### src/rtl/evt_timer_pkg.sv
package evt_timer_pkg;
  localparam logic [2:0] A_MODE  = 3'd0;
  localparam logic [2:0] A_XMODE = 3'd1;
  localparam logic [2:0] A_EVENT = 3'd2;
  localparam logic [2:0] A_REF   = 3'd3;
  localparam logic [2:0] A_CAPT  = 3'd4;
  localparam logic [2:0] A_COUNT = 3'd5;

  localparam logic [1:0] SRC_OFF  = 2'b00;
  localparam logic [1:0] SRC_FAST = 2'b01;
  localparam logic [1:0] SRC_SLOW = 2'b10;
  localparam logic [1:0] SRC_EXT  = 2'b11;

  typedef struct packed {
    logic tick;
    logic restart;
    logic wideStep;
    logic clearCnt;
    logic loadRef;
    logic capture;
  } dpStrobe_t;
endpackage

### src/rtl/evt_timer_sync.sv
module evt_timer_sync #(
  parameter int STAGES = 2
) (
  input  logic clk,
  input  logic rstN,
  input  logic din,
  output logic rise,
  output logic fall
);
  logic [STAGES:0] shReg;

  always_ff @(posedge clk) begin
    if (!rstN) shReg <= '0;
    else       shReg <= {shReg[STAGES-1:0], din};
  end

  assign rise = shReg[STAGES-1] & ~shReg[STAGES];
  assign fall = ~shReg[STAGES-1] & shReg[STAGES];
endmodule

### src/rtl/evt_timer_ctl.sv
module evt_timer_ctl
  import evt_timer_pkg::*;
#(
  parameter int PS_W        = 8,
  parameter int SLOW_DIV    = 16,
  parameter int SYNC_STAGES = 2,
  localparam int MODE_W     = 8 + PS_W,
  localparam int DIV_W      = $clog2(SLOW_DIV)
) (
  input  logic              clk,
  input  logic              rstN,
  input  logic              wrEn,
  input  logic [2:0]        addr,
  input  logic [MODE_W-1:0] wrData,
  input  logic              extClkIn,
  input  logic              capIn,
  input  logic              dmaAck,
  input  logic              refEvt,
  output dpStrobe_t         strb,
  output logic [MODE_W-1:0] modeReg,
  output logic [1:0]        xmodeReg,
  output logic [1:0]        flags,
  output logic              irqReq,
  output logic              dmaReq
);
  logic             enable, restart, refIrqEn, capIrqEn, wideStep, dmaEn;
  logic [1:0]       srcSel, capEdge;
  logic [PS_W-1:0]  psVal, psCnt;
  logic [DIV_W-1:0] divCnt;
  logic             slowTick, srcTick, psTerm, cntTick;
  logic             extRise, extFall, capRise, capFall, capStrobe;
  logic [1:0]       swClr, ackClr;

  assign enable   = modeReg[0];
  assign srcSel   = modeReg[2:1];
  assign restart  = modeReg[3];
  assign refIrqEn = modeReg[4];
  assign capIrqEn = modeReg[5];
  assign capEdge  = modeReg[7:6];
  assign psVal    = modeReg[MODE_W-1:8];
  assign wideStep = xmodeReg[0];
  assign dmaEn    = xmodeReg[1];

  evt_timer_sync #(.STAGES(SYNC_STAGES)) extSync_i (
    .clk(clk), .rstN(rstN), .din(extClkIn), .rise(extRise), .fall(extFall));
  evt_timer_sync #(.STAGES(SYNC_STAGES)) capSync_i (
    .clk(clk), .rstN(rstN), .din(capIn), .rise(capRise), .fall(capFall));

  always_ff @(posedge clk) begin
    if (!rstN) begin
      modeReg  <= '0;
      xmodeReg <= '0;
    end else if (wrEn) begin
      if (addr == A_MODE)  modeReg  <= wrData;
      if (addr == A_XMODE) xmodeReg <= wrData[1:0];
    end
  end

  // slow source divider runs only while selected and enabled
  assign slowTick = (divCnt == DIV_W'(SLOW_DIV - 1));
  always_ff @(posedge clk) begin
    if (!rstN) divCnt <= '0;
    else if (enable && srcSel == SRC_SLOW) divCnt <= slowTick ? '0 : divCnt + 1'b1;
  end

  always_comb begin
    unique case (srcSel)
      SRC_FAST: srcTick = enable;
      SRC_SLOW: srcTick = enable & slowTick;
      SRC_EXT:  srcTick = enable & extRise;
      default:  srcTick = 1'b0;
    endcase
  end

  // terminal compare uses >= so a lowered prescale never strands the count
  assign psTerm  = (psCnt >= psVal);
  assign cntTick = srcTick & psTerm;
  always_ff @(posedge clk) begin
    if (!rstN)        psCnt <= '0;
    else if (srcTick) psCnt <= psTerm ? '0 : psCnt + 1'b1;
  end

  assign capStrobe = (capEdge[0] & capRise) | (capEdge[1] & capFall);

  assign swClr  = (wrEn && addr == A_EVENT) ? wrData[1:0] : 2'b00;
  assign ackClr = (dmaAck && dmaEn) ? 2'b11 : 2'b00;
  always_ff @(posedge clk) begin
    if (!rstN) flags <= '0;
    else       flags <= (flags & ~swClr & ~ackClr) | {refEvt, capStrobe};
  end

  assign irqReq = (flags[1] & refIrqEn) | (flags[0] & capIrqEn);
  assign dmaReq = dmaEn & (|flags);

  always_comb begin
    strb          = '0;
    strb.tick     = cntTick;
    strb.restart  = restart;
    strb.wideStep = wideStep;
    strb.clearCnt = wrEn && (addr == A_COUNT);
    strb.loadRef  = wrEn && (addr == A_REF);
    strb.capture  = capStrobe;
  end


  ref_flag_source_chk: assert property (@(posedge clk) disable iff (!rstN)
    $rose(flags[1]) |-> $past(refEvt));

  w1c_ref_chk: assert property (@(posedge clk) disable iff (!rstN)
    (wrEn && addr == A_EVENT && wrData[1] && !refEvt) |=> !flags[1]);

  dma_ack_clear_chk: assert property (@(posedge clk) disable iff (!rstN)
    (dmaAck && dmaEn && !refEvt && !capStrobe) |=> (flags == 2'b00));

  ps_wrap_chk: assert property (@(posedge clk) disable iff (!rstN)
    (srcTick && psTerm) |=> (psCnt == '0));

  ps_hold_chk: assert property (@(posedge clk) disable iff (!rstN)
    !enable |=> $stable(psCnt));

  logic unusedFall;
  assign unusedFall = extFall;
endmodule

### src/rtl/evt_timer_dp.sv
module evt_timer_dp
  import evt_timer_pkg::*;
#(
  parameter int CNT_W = 32
) (
  input  logic             clk,
  input  logic             rstN,
  input  dpStrobe_t        strb,
  input  logic [CNT_W-1:0] wrData,
  output logic [CNT_W-1:0] cnt,
  output logic [CNT_W-1:0] refVal,
  output logic [CNT_W-1:0] capVal,
  output logic             refEvt
);
  localparam logic [CNT_W-1:0] UNIT_STEP = CNT_W'(1);
  localparam logic [CNT_W-1:0] WIDE_STEP = CNT_W'(1) | (CNT_W'(1) << (CNT_W / 2));

  logic [CNT_W-1:0] step;
  logic             match;

  assign step   = strb.wideStep ? WIDE_STEP : UNIT_STEP;
  assign match  = (cnt == refVal);
  assign refEvt = strb.tick & match;

  always_ff @(posedge clk) begin
    if (!rstN)                       cnt <= '0;
    else if (strb.clearCnt)          cnt <= '0;
    else if (strb.tick)              cnt <= (match && strb.restart) ? '0 : cnt + step;
  end

  always_ff @(posedge clk) begin
    if (!rstN)             refVal <= '0;
    else if (strb.loadRef) refVal <= wrData;
  end

  always_ff @(posedge clk) begin
    if (!rstN)             capVal <= '0;
    else if (strb.capture) capVal <= cnt;
  end


  capture_latch_chk: assert property (@(posedge clk) disable iff (!rstN)
    strb.capture |=> (capVal == $past(cnt)));

  count_clear_chk: assert property (@(posedge clk) disable iff (!rstN)
    strb.clearCnt |=> (cnt == '0));

  count_hold_chk: assert property (@(posedge clk) disable iff (!rstN)
    (!strb.tick && !strb.clearCnt) |=> $stable(cnt));

  restart_zero_chk: assert property (@(posedge clk) disable iff (!rstN)
    (strb.tick && strb.restart && match && !strb.clearCnt) |=> (cnt == '0));
endmodule

### src/rtl/evt_timer.sv
module evt_timer
  import evt_timer_pkg::*;
#(
  parameter int CNT_W       = 32,
  parameter int PS_W        = 8,
  parameter int SLOW_DIV    = 16,
  parameter int SYNC_STAGES = 2,
  localparam int MODE_W     = 8 + PS_W
) (
  input  logic             clk,
  input  logic             rstN,
  input  logic             wrEn,
  input  logic [2:0]       addr,
  input  logic [CNT_W-1:0] wrData,
  output logic [CNT_W-1:0] rdData,
  input  logic             extClkIn,
  input  logic             capIn,
  input  logic             dmaAck,
  output logic             irqReq,
  output logic             dmaReq,
  output logic             refPulse
);
  dpStrobe_t         strb;
  logic [MODE_W-1:0] modeReg;
  logic [1:0]        xmodeReg, flags;
  logic [CNT_W-1:0]  cnt, refVal, capVal;
  logic              refEvt;

  evt_timer_ctl #(.PS_W(PS_W), .SLOW_DIV(SLOW_DIV), .SYNC_STAGES(SYNC_STAGES)) ctl_i (
    .clk(clk), .rstN(rstN), .wrEn(wrEn), .addr(addr), .wrData(wrData[MODE_W-1:0]),
    .extClkIn(extClkIn), .capIn(capIn), .dmaAck(dmaAck), .refEvt(refEvt),
    .strb(strb), .modeReg(modeReg), .xmodeReg(xmodeReg), .flags(flags),
    .irqReq(irqReq), .dmaReq(dmaReq));

  evt_timer_dp #(.CNT_W(CNT_W)) dp_i (
    .clk(clk), .rstN(rstN), .strb(strb), .wrData(wrData),
    .cnt(cnt), .refVal(refVal), .capVal(capVal), .refEvt(refEvt));

  assign refPulse = refEvt;

  always_comb begin
    unique case (addr)
      A_MODE:  rdData = CNT_W'(modeReg);
      A_XMODE: rdData = CNT_W'(xmodeReg);
      A_EVENT: rdData = CNT_W'(flags);
      A_REF:   rdData = refVal;
      A_CAPT:  rdData = capVal;
      A_COUNT: rdData = cnt;
      default: rdData = '0;
    endcase
  end
endmodule

### config.mk
export PLATFORM = sky130hd
export DESIGN_NAME = evt_timer
export DESIGN_NICKNAME = d
export VERILOG_FILES = /design/src/rtl/evt_timer_pkg.sv /design/src/rtl/evt_timer_sync.sv /design/src/rtl/evt_timer_ctl.sv /design/src/rtl/evt_timer_dp.sv /design/src/rtl/evt_timer.sv
export SDC_FILE = /design/constraint.sdc
export NUM_CORES = 1
export LEC_CHECK = 0
export BUFFER_PORTS_ARGS = -buffer_cell sky130_fd_sc_hd__buf_2
export CAP_MARGIN = 20
export CORE_MARGIN = 5
export CORE_UTILIZATION = 51
export DETAILED_ROUTE_END_ITERATION = 8
export GPL_ROUTABILITY_DRIVEN = 1
export PLACE_DENSITY = 0.76
export SYNTH_ARGS = -nofsm -noshare
export SYNTH_HDL_FRONTEND = slang
export SYNTH_HIERARCHICAL = 1
export SYNTH_SLANG_ARGS = --single-unit
### constraint.sdc
create_clock -name clk -period 7.59 [get_ports clk]
set_input_delay 0.3795 -clock clk [delete_from_list [all_inputs] [get_ports clk]]
set_output_delay 0.3795 -clock clk [all_outputs]
set_load 0.005 [all_outputs]
==> flow_summary.toml <==
[sta]
rsz0062_at_grt = "no"
clock_skew_ps = 5.93
finalHoldViolCount = 0
max_freq_mhz = 296
drv_slew = 0
setup-violations-final = 0
relSlewSlack = 0.143
tightest_slew_ps = 1290
period_minus_slack_ps = 3380
tns_ps = 0
post-route-period-util = 0.445

[routing]
via_per_inst = 5.64
drc_errors = 0
first_pass_iters = 5
vias = 5668
first_iter_violations = 410
routed_wl_mm = 17.3
routedWlPerCell_um = 17.2
ant_nets = 0

[global_routing]
gr-total-overflow = 0
antenna_found_initial = 0
grt_use_total = 0.214
grt_pass1_wl_mm = 28.3
grt_start_max_net_pins = 46
grt_pass1_vias = 5431

[placed_design]
placedInstanceArea_um2 = 7440
gp_congestion = 0.849
hpwl_mm = 12.0
dp_cells = 973
io_buffers = 75

[final_layout]
area_growth_pct = 13.8
fin_cells = 1005
nets = 865
final_area_um2 = 8070
antenna_cells = 0
drive_above_1_share = 0.177
fillers = 1238
fin_util = 0.586

[setup_path]
worst_setup_path_start_kind = "flip-flop"
cp-endpoint = "refPulse"
r2r_cells = 12
worstSetupEndpointType = "primary output"
cp_max_fo = 13
worstSetupStartpoint = "ctl_i/psCnt[0]"
worstPathArrival_ps = 3000
reg2reg_to = "dp_i/cnt[11]"
rr_startpoint = "ctl_i/psCnt[0]"
path_class = "flip-flop to primary output"
required_ps = 7210
rrSetupSlack_ps = 4520

[min_path]
min_path_cells = 2
worstHoldPathType = "input pin to flip-flop"

[floorplanning]
core_um2 = 13800
pin_count = 76
design.die.area_um2 = 16400
start_util = 0.515
row_count = 43
die_h_um = 128
fp.dieW_um = 128

[power]
intPower_mw = 1.31
switching_share = 0.219
power_density_nw_per_um2 = 208
pwr-share-clk = 0.520
p_leak_nw = 3.04
combPwrFrac = 0.053
switching_power_mw = 0.368
sequentialPowerShare = 0.427
ir_drop_uv = 199

[cts]
clock-sinks = 134
clk_pin_slew_worst_paths_ps = 60
post_cts_resize_count = 0
cts_max_path_buffers = 2
postCtsSetupRepairBufs = 0
hold_buffers = 0
root_buffer = "clkbuf_16"
cts-htree-levels = 4
clk_latency_ps = 410
cts_made_buffers = 17
cts_tree = "done"

[yosys]
yosysWarnings = 6
avgSynthCellArea_um2 = 9.27
synth_nets = 818
synth_cells = 765
syn-cell-area_um2 = 7090

[run]
max-cap-violations = 0

[outcome]
status = "finished clean"
worst min-delay path by stage:
stage	start	slack, ps	to
CTS	capIn	160	ctl_i/capSync_i/shReg[0]
detailed placement	ctl_i/extSync_i/shReg[0]	420	ctl_i/extSync_i/shReg[1]
finish	extClkIn	170	ctl_i/extSync_i/shReg[0]
global route	capIn	170	ctl_i/capSync_i/shReg[0]
floorplan	ctl_i/capSync_i/shReg[0]	410	ctl_i/capSync_i/shReg[1]
global placement	ctl_i/capSync_i/shReg[0]	410	ctl_i/capSync_i/shReg[1]
power groups by stage:
stage / sequential [mW] / clock [mW] / combinational (mW)
6_report: 0.717 / 0.874 / 0.0885
5_1_grt: 0.718 / 0.920 / 0.0954
4_1_cts: 0.717 / 0.884 / 0.0881
3_5_place_dp: 0.732 / 0 / 0.0877
3_3_place_gp: 0.732 / 0 / 0.0868
2_1_floorplan: 0.730 / 0 / 0.0605
sequential cells by signal, indices dropped and copies added, names as in the netlist:
signal / cells
ctl_i/divCnt: 4
ctl_i/xmodeReg: 2
ctl_i/capSync_i/shReg: 3
ctl_i/extSync_i/shReg: 3
ctl_i/flags: 2
dp_i/capVal: 32
dp_i/refVal: 32
ctl_i/psCnt: 8
dp_i/cnt: 32
ctl_i/modeReg: 16
cells in the final DEF (no fill, tap or decap), types with 6 or more instances in the layout:
cell,instances
ha_1,12
nand4_1,12
buf_4,8
xor2_1,44
inv_1,15
o31ai_1,7
nor2b_1,71
nand2_1,71
nand3_1,13
o21ai_0,14
nand2b_1,7
mux2i_1,98
o22ai_1,14
nor4_1,10
a22oi_1,14
or4_1,6
dfxtp_1,134
or3_1,9
nor2_1,32
and2_1,7
clkbuf_16,17
o2bb2ai_2,10
o2bb2ai_1,6
buf_2,75
a21oi_1,40
nor3_1,8
layer usage:
| metal | share of wire | vias to the layer above | GRT usage |
|---|---|---|---|
| li1 | - | 2794 | - |
| met1 | 0.48 | 2690 | 0.303 |
| met2 | 0.44 | 155 | 0.319 |
| met3 | 0.049 | 29 | 0.0429 |
| met4 | 0.033 | 0 | 0.0911 |
| met5 | 0 | - | 0 |
worst max-delay path, stage by stage, from the launching register on:
cell      delay (ps)
dfxtp_1          380
inv_1             70
ha_1             260
nand2b_1         140
a2111o_1         430
a211oi_2         560
nor2_1            80
buf_4            240
inv_1            160
nor3_1           110
buf_2            150
through the flow:
step           worst slack, ps  hold slack (ps)  power (mW)
3_5_place_dp              4590              418       0.820
2_1_floorplan             4920              406       0.791
3_3_place_gp              4650              414       0.819
6_report                  4210              173        1.68
5_1_grt                   3970              172        1.73
4_1_cts                   4180              161        1.69
area by class of cell:
cell class | instances | area (um2) | share of cell area
Multi-Input combinational cell | 561 | 4040 | 0.500
Clock inverter | 13 | 179 | 0.0222
Inverter | 15 | 56.3 | 0.00698
Tap cell | 180 | 225 | 0.0279
Sequential cell | 134 | 2680 | 0.332
Timing Repair Buffer | 83 | 435 | 0.0540
Clock buffer | 19 | 453 | 0.0561
Power figures use the tool's default switching activity.
